[src/rtl/fcmp_pkg.sv]
`timescale 1ns/1ps
package fcmp_pkg;
   localparam int SGL_EXP_W = 8;
   localparam int SGL_FRC_W = 23;
   localparam int DBL_EXP_W = 11;
   localparam int DBL_FRC_W = 52;
   localparam int SGL_W     = SGL_EXP_W + SGL_FRC_W + 1;
   localparam int DBL_W     = DBL_EXP_W + DBL_FRC_W + 1;
   localparam int MAG_W     = DBL_W - 1;
   localparam int PRED_W    = 4;

   // predicate bit positions
   localparam int PB_UN  = 0;
   localparam int PB_EQ  = 1;
   localparam int PB_LT  = 2;
   localparam int PB_SIG = 3;

   typedef struct packed {
      logic nan;
      logic snan;
      logic zero;
      logic sign;
   } fcls_t;
endpackage

[src/rtl/fcmp_classify.sv]
`timescale 1ns/1ps
module fcmp_classify
   import fcmp_pkg::*;
#(
   parameter int EXP_W = 8,
   parameter int FRC_W = 23,
   parameter int OUT_W = 63
) (
   input  logic [EXP_W+FRC_W:0] val,
   output fcls_t                cls,
   output logic [OUT_W-1:0]     mag
);
   localparam int VAL_W = EXP_W + FRC_W + 1;

   logic [EXP_W-1:0] expo;
   logic [FRC_W-1:0] frac;
   logic             exp_ones;
   logic             frac_nz;

   assign expo     = val[VAL_W-2 -: EXP_W];
   assign frac     = val[FRC_W-1:0];
   assign exp_ones = &expo;
   assign frac_nz  = |frac;

   always_comb begin
      cls.nan  = exp_ones & frac_nz;
      cls.snan = exp_ones & frac_nz & ~frac[FRC_W-1];
      cls.zero = ~|val[VAL_W-2:0];
      cls.sign = val[VAL_W-1];
   end

   // magnitude widened with zeros keeps its ordering
   generate
      if (OUT_W > VAL_W - 1) begin : g_pad
         assign mag = {{(OUT_W-VAL_W+1){1'b0}}, val[VAL_W-2:0]};
      end else begin : g_direct
         assign mag = val[OUT_W-1:0];
      end
   endgenerate
endmodule

[src/rtl/fcmp_relate.sv]
`timescale 1ns/1ps
module fcmp_relate #(
   parameter int MAG_W = 63
) (
   input  logic             sign_a,
   input  logic             sign_b,
   input  logic             zero_a,
   input  logic             zero_b,
   input  logic [MAG_W-1:0] mag_a,
   input  logic [MAG_W-1:0] mag_b,
   output logic             is_eq,
   output logic             is_lt
);
   logic mag_eq;
   logic mag_lt;
   logic lt_raw;

   assign mag_eq = (mag_a == mag_b);
   assign mag_lt = (mag_a < mag_b);

   always_comb begin
      is_eq = (zero_a & zero_b) | ((sign_a == sign_b) & mag_eq);
      unique case ({sign_a, sign_b})
         2'b10:   lt_raw = 1'b1;
         2'b01:   lt_raw = 1'b0;
         2'b00:   lt_raw = mag_lt;
         default: lt_raw = ~mag_lt & ~mag_eq;
      endcase
      is_lt = ~is_eq & lt_raw;
   end
endmodule

[src/rtl/fcmp_cond_unit.sv]
`timescale 1ns/1ps
module fcmp_cond_unit
   import fcmp_pkg::*;
#(
   parameter int CC_W = 3
) (
   input  logic              clk,
   input  logic              rst_n,
   input  logic              in_valid,
   input  logic [DBL_W-1:0]  op_a,
   input  logic [DBL_W-1:0]  op_b,
   input  logic              fmt_dbl,
   input  logic [PRED_W-1:0] pred,
   input  logic [CC_W-1:0]   cc_sel,
   input  logic              abs_en,
   output logic              out_result,
   output logic [CC_W-1:0]   out_cc,
   output logic              out_invalid,
   output logic              out_done
);
   fcls_t            cls_s [2];
   fcls_t            cls_d [2];
   fcls_t            cls_x [2];
   logic [MAG_W-1:0] mag_s [2];
   logic [MAG_W-1:0] mag_d [2];
   logic [MAG_W-1:0] mag_x [2];
   logic             sgn_x [2];

   genvar gi;
   generate
      for (gi = 0; gi < 2; gi++) begin : g_opnd
         logic [DBL_W-1:0] opv;
         assign opv = (gi == 0) ? op_a : op_b;

         fcmp_classify #(.EXP_W(SGL_EXP_W), .FRC_W(SGL_FRC_W), .OUT_W(MAG_W)) u_sgl (
            .val (opv[SGL_W-1:0]),
            .cls (cls_s[gi]),
            .mag (mag_s[gi])
         );

         fcmp_classify #(.EXP_W(DBL_EXP_W), .FRC_W(DBL_FRC_W), .OUT_W(MAG_W)) u_dbl (
            .val (opv),
            .cls (cls_d[gi]),
            .mag (mag_d[gi])
         );

         assign cls_x[gi] = fmt_dbl ? cls_d[gi] : cls_s[gi];
         assign mag_x[gi] = fmt_dbl ? mag_d[gi] : mag_s[gi];
         assign sgn_x[gi] = cls_x[gi].sign & ~abs_en;
      end
   endgenerate

   logic rel_eq;
   logic rel_lt;

   fcmp_relate #(.MAG_W(MAG_W)) u_rel (
      .sign_a (sgn_x[0]),
      .sign_b (sgn_x[1]),
      .zero_a (cls_x[0].zero),
      .zero_b (cls_x[1].zero),
      .mag_a  (mag_x[0]),
      .mag_b  (mag_x[1]),
      .is_eq  (rel_eq),
      .is_lt  (rel_lt)
   );

   logic unord;
   logic any_snan;
   logic lt_q;
   logic eq_q;
   logic ans;
   logic inv;

   always_comb begin
      unord    = cls_x[0].nan | cls_x[1].nan;
      any_snan = cls_x[0].snan | cls_x[1].snan;
      lt_q     = rel_lt & ~unord;
      eq_q     = rel_eq & ~unord;
      ans      = (pred[PB_LT] & lt_q) | (pred[PB_EQ] & eq_q) | (pred[PB_UN] & unord);
      inv      = (unord & pred[PB_SIG]) | any_snan;
   end

   always_ff @(posedge clk) begin
      if (!rst_n) begin
         out_result  <= 1'b0;
         out_cc      <= '0;
         out_invalid <= 1'b0;
         out_done    <= 1'b0;
      end else begin
         out_done    <= in_valid;
         out_invalid <= in_valid & inv;
         if (in_valid) begin
            out_result <= ans;
            out_cc     <= cc_sel;
         end
      end
   end
endmodule

[config.mk]
export PLATFORM = sky130hd
export DESIGN_NAME = fcmp_cond_unit
export DESIGN_NICKNAME = d
export VERILOG_FILES = /design/src/rtl/fcmp_pkg.sv /design/src/rtl/fcmp_classify.sv /design/src/rtl/fcmp_relate.sv /design/src/rtl/fcmp_cond_unit.sv
export SDC_FILE = /design/constraint.sdc
export NUM_CORES = 1
export LEC_CHECK = 0
export BUFFER_PORTS_ARGS = -buffer_cell sky130_fd_sc_hd__buf_2
export CORE_ASPECT_RATIO = 0.7
export CORE_MARGIN = 4
export CORE_UTILIZATION = 30
export DETAILED_ROUTE_END_ITERATION = 6
export SYNTH_ARGS = -nofsm -noshare
export SYNTH_HDL_FRONTEND = slang
export SYNTH_SLANG_ARGS = --single-unit
[constraint.sdc]
create_clock -name clk -period 6.95 [get_ports clk]
set_input_delay 1.0425 -clock clk [delete_from_list [all_inputs] [get_ports clk]]
set_output_delay 1.0425 -clock clk [all_outputs]
set_load 0.1 [all_outputs]
==> results.sh, run 1 <==
export IMPL_num_rows=28
export IMPL_crit_arrival_ps=3770
export IMPL_io_pins=146
export IMPL_hpwl_um=9005
export IMPL_grt_overflow_total=0
export IMPL_final_nets=731
export IMPL_first_iter_violations=174
export IMPL_setup_tns_ps=0
export IMPL_peakVddDrop_uv=81.96
export IMPL_layout_commonest_cell="buf_2"
export IMPL_cts_tree="done"
export IMPL_wl_per_cell_um=15.52
export IMPL_syn_area_per_cell_um2=6.901
export IMPL_max_slew_margin_pct=33.62
export IMPL_holdWs_ps=508.2
export IMPL_endpoint_kind="flip-flop"
export IMPL_die_h_um=86.64
export IMPL_reg2reg_to="out_result"
export IMPL_setup_viol=0
export IMPL_hp_start="out_cc[0]"
export IMPL_fillers=956
export IMPL_async_flop_share_pct=0
export IMPL_antenna_found_initial=0
export IMPL_ys_types=41
export IMPL_min_period_ps=3675
export IMPL_cts_sinks=6
export IMPL_hold_viol_final=0
export IMPL_netlist_area_um2=2650
export IMPL_max_cap_violations=0
export IMPL_htree_levels=1
export IMPL_cts_path_max_buffers=2
export IMPL_hold_path_depth=2
export IMPL_core_area_um2=8513
export IMPL_critPathLaunchType="input port"
export IMPL_place_congestion=0.8869
export IMPL_io_buffers=145
export IMPL_p_leak_nw=1.853
export IMPL_area_delta_synth_final_pct=34.61
export IMPL_min_to="out_cc[0]"
export IMPL_worstSetupPathType="input port to flip-flop"
export IMPL_ys_flop_type="dfxtp_1"
export IMPL_dieArea_um2=10430
export IMPL_drive_gt1_share_pct=30.02
export IMPL_final_cell_mix="buf_2 (145), ha_1 (66), nand2_1 (53)"
export IMPL_grt_start_max_net_pins=72
export IMPL_min_period_over_period_pct=52.88
export IMPL_pwr_density_cell_nw_per_um2=90.65
export IMPL_p_total_mw=0.3234
export IMPL_start_util_pct=31.13
export IMPL_hold_path_class="flip-flop to flip-flop"
export IMPL_status="finished, final reports clean"
export IMPL_clock_fmax_ghz=0.2721
export IMPL_clk_pin_slew_ps=30
export IMPL_synth_ff_latch_count=6
export IMPL_numCtsBuffers=3
export IMPL_grt_pass1_wl_um=15810
export IMPL_cts_root_buf="clkbuf_16"
export IMPL_fin_worst_skew_ps=0
export IMPL_rrSetupSlack_ps=5710
export IMPL_synth_nets=590
export IMPL_wl_um=9980
export IMPL_worst_pin_slew_ps=995.7
export IMPL_diodes=0
export IMPL_final_area_um2=3567
export IMPL_synth_edff_count=0
export IMPL_r2r_cells=4
export IMPL_grt_usage_pct=18.40
export IMPL_reg2reg_from="out_result"
export IMPL_grt_pass1_vias=3307
export IMPL_cts_hold_buffers=0
export IMPL_final_max_slew_violation_count=0
export IMPL_ys_warnings_count=0
export IMPL_die_w_um=120.3
export IMPL_route_detailed_drc=0
export IMPL_synthCells=384
export IMPL_routed_via_count=3414
export IMPL_cts_repair_resize_count=0
export IMPL_cp_required_ps=7050
export IMPL_avgViaCountPerCell=5.309
export IMPL_cts_setup_buffers=0
export IMPL_synth_seq_area_share_pct=4.533
export IMPL_place_area_um2=3492
export IMPL_first_pass_iters=5
export IMPL_ant_nets=0
export IMPL_clk_latency_ps=220
export IMPL_rsz0062_at_grt="no"
export IMPL_path_max_fanout=71
[layout make-up]
| cell class | count | area [um2] | area share [%] |
|---|---|---|---|
| Clock buffer | 3 | 75.07 | 2.105 |
| Inverter | 41 | 153.9 | 4.314 |
| Timing Repair Buffer | 145 | 725.7 | 20.34 |
| Sequential cell | 6 | 120.1 | 3.367 |
| Multi-Input combinational cell | 328 | 2342 | 65.66 |
| Tap cell | 120 | 150.1 | 4.209 |
[sequential cells by signal, summed over array words and instances (netlist names)]
register,count
out_result,1
out_invalid,1
out_done,1
out_cc,3
[power by group]
part	switching [mW]	internal (mW)	total, mW
Combinational	0.111	0.0822	0.193
Sequential	0.00109	0.0368	0.0378
Clock	0.0186	0.0738	0.0924
[how the worst max path moves through the flow]
stage                  from         end
floorplan           fmt_dbl  out_result
global placement    fmt_dbl  out_result
detailed placement  fmt_dbl  out_result
CTS                 fmt_dbl  out_result
global route        fmt_dbl  out_result
finish              fmt_dbl  out_result
[layer usage]
| layer | vias to the layer above | part of all wire [%] | global-route usage, % |
|---|---|---|---|
| met2 | 139 | 40 | 27.73 |
| li1 | 1724 | - | - |
| met3 | 6 | 8.7 | 2.935 |
| met4 | 0 | 0.44 | 1.235 |
| met1 | 1545 | 51 | 28.47 |
| met5 | - | 0 | 0 |
[worst max-delay path, stage by stage]
cell	delay, ps
buf_2	740
nand2_1	120
ha_1	360
nand4_1	180
nor4_1	490
nand4_1	160
a21oi_1	160
a211oi_1	80
a311oi_1	280
o32ai_2	130
[stage by stage]
step                cells  util, %  setup WS, ps
floorplan             384        -          3371
global placement      640    41.02          3145
detailed placement    640    41.02          3007
CTS                   643    41.90          3249
global route          643    41.90          2931
finish                643    41.90          3275
[synth_stat cells (6+ instances only)]
master    instances  area (um2)
ha_1             66       825.8
nand2_1          53       198.9
inv_1            41       153.9
nor4_1           32       200.2
and2_1           31       193.9
nand4_1          31       193.9
a21oi_1          23       115.1
o21ai_0          12       60.06
nand3_1          10       50.05
nor2_1            9       33.78
nor3_1            8       40.04
clkbuf_1          6       22.52
dfxtp_1           6       120.1
[logic make-up after synthesis]
logic type / after synthesis / synth area share [%]
AND/OR/NAND/NOR: 193 / 39.57
adder cells (fa/ha/maj): 66 / 31.16
AO/OA/AOI/OAI: 63 / 15.35
buffers and inverters: 50 / 7.082
multiplexers: 6 / 2.314
flip-flops: 6 / 4.533
No activity file was read; power rests on OpenSTA's default activity.
==> run 2: changes to the inputs <==
clock period = 3.3 ns   (was 6.95 ns; I/O delays follow)
==> results.sh, run 2 (synthesized netlist as in run 1, its figures left out) <==
export IMPL_die_h_um=86.64
export IMPL_r2r_cells=4
export IMPL_clock_fmax_ghz=0.3529
export IMPL_min_period_over_period_pct=85.88
export IMPL_grt_usage_pct=18.04
export IMPL_grt_start_max_net_pins=72
export IMPL_wl_per_cell_um=15.07
export IMPL_cts_tree="done"
export IMPL_final_max_slew_violation_count=0
export IMPL_critPathLaunchType="input port"
export IMPL_pre_cts_slack_ps=242.1
export IMPL_regMostFlops="out_cc"
export IMPL_pwr_density_cell_nw_per_um2=190.1
export IMPL_hold_path_depth=2
export IMPL_avgViaCountPerCell=5.200
export IMPL_final_nets=733
export IMPL_fin_worst_skew_ps=0
export IMPL_io_buffers=145
export IMPL_grt_pass1_wl_um=15570
export IMPL_first_pass_iters=4
export IMPL_hpwl_um=8836
export IMPL_core_area_um2=8513
export IMPL_clk_latency_ps=230
export IMPL_wl_um=9721
export IMPL_worst_pin_slew_ps=510.2
export IMPL_grt_overflow_total=0
export IMPL_stdcell_count=645
export IMPL_hold_path_class="flip-flop to flip-flop"
export IMPL_setup_viol=0
export IMPL_max_slew_margin_pct=65.67
export IMPL_worstSetupPathType="input port to flip-flop"
export IMPL_clk_pin_slew_ps=30
export IMPL_layout_commonest_cell="buf_2"
export IMPL_rsz0062_at_grt="no"
export IMPL_numCtsBuffers=3
export IMPL_largest_register_ffs=3
export IMPL_cts_repair_resize_count=0
export IMPL_routed_via_count=3354
export IMPL_cts_setup_buffers=0
export IMPL_rrSetupSlack_ps=2080
export IMPL_place_congestion=0.8946
export IMPL_reg2reg_to="out_result"
export IMPL_antenna_found_initial=0
export IMPL_cts_sinks=6
export IMPL_final_cell_mix="buf_2 (145), ha_1 (66), nand2_1 (53)"
export IMPL_start_util_pct=31.13
export IMPL_crit_arrival_ps=2930
export IMPL_first_iter_violations=126
export IMPL_p_total_mw=0.6833
export IMPL_endpoint_kind="flip-flop"
export IMPL_ff_latch_area_um2=120.1
export IMPL_cts_hold_buffers=0
export IMPL_multi_input_area_um2=2342
export IMPL_die_w_um=120.3
export IMPL_htree_levels=1
export IMPL_ant_nets=0
export IMPL_io_pins=146
export IMPL_dieArea_um2=10430
export IMPL_setup_tns_ps=0
export IMPL_num_rows=28
export IMPL_fillers=962
export IMPL_cts_path_max_buffers=2
export IMPL_cts_root_buf="clkbuf_16"
export IMPL_dp_cells=642
export IMPL_peakVddDrop_uv=118.9
export IMPL_status="finished, final reports clean"
export IMPL_layout_setup_ws_ps=466.1
export IMPL_grt_pass1_vias=3214
export IMPL_diodes=0
export IMPL_min_to="out_cc[2]"
export IMPL_reg2reg_from="out_result"
export IMPL_hold_viol_final=0
export IMPL_min_period_ps=2834
export IMPL_cp_required_ps=3390
export IMPL_path_max_fanout=71
export IMPL_hp_start="out_cc[2]"
export IMPL_route_detailed_drc=0
export IMPL_drive_gt1_share_pct=30.29
export IMPL_max_cap_violations=0
export IMPL_p_leak_nw=1.867
export IMPL_area_delta_synth_final_pct=35.65
run 2: how the worst max path moves through the flow:
| stage | start | to | slack [ps] | cells past startpoint |
|---|---|---|---|---|
| after floorplan | fmt_dbl | out_result | 270 | 12 |
| after global placement | fmt_dbl | out_result | 460 | 11 |
| after detailed placement | fmt_dbl | out_result | 240 | 11 |
| after CTS | fmt_dbl | out_result | 480 | 11 |
| after global routing | fmt_dbl | out_result | 210 | 11 |
| final | fmt_dbl | out_result | 470 | 11 |
run 2: through the flow:
step           utilization (%)  instance area (um2)  hold WS (ps)
6_report                 42.23                 3595         512.7
2_1_floorplan                -                 2650         623.2
5_1_grt                  42.23                 3595         534.6
3_5_place_dp             41.34                 3520         507.6
4_1_cts                  42.23                 3595         518.6
3_3_place_gp             41.34                 3520         491.1
run 2: layer usage:
metal	vias to the layer above	track usage [%]	wire, um
met1	1511	28.44	5124
met4	0	1.235	10
li1	1725	-	-
met2	116	26.55	3834
met3	2	2.805	751
met5	-	0	0
run 2: where the power goes:
part	internal, mW	switching (mW)	total (mW)
registers	0.0774	0.00206	0.0795
clock network	0.155	0.0394	0.195
logic	0.175	0.234	0.409
run 2: area by class of cell:
cell class                 instances  share of cell area, %
multi-input combinational        328                  65.16
timing repair buffer             147                  20.95
inverter                          41                  4.281
sequential                         6                  3.341
tap                              120                  4.177
clock buffer                       3                  2.088
run 2: worst max-delay path: stages:
cell and delay, ps:
buf_2 110, buf_12 180, and2_1 200, ha_1 310, nand4_1 200, nor4_1 540, nand4_1 170, a21oi_1 180
a211oi_1 80, a311oi_1 280, o32ai_2 140
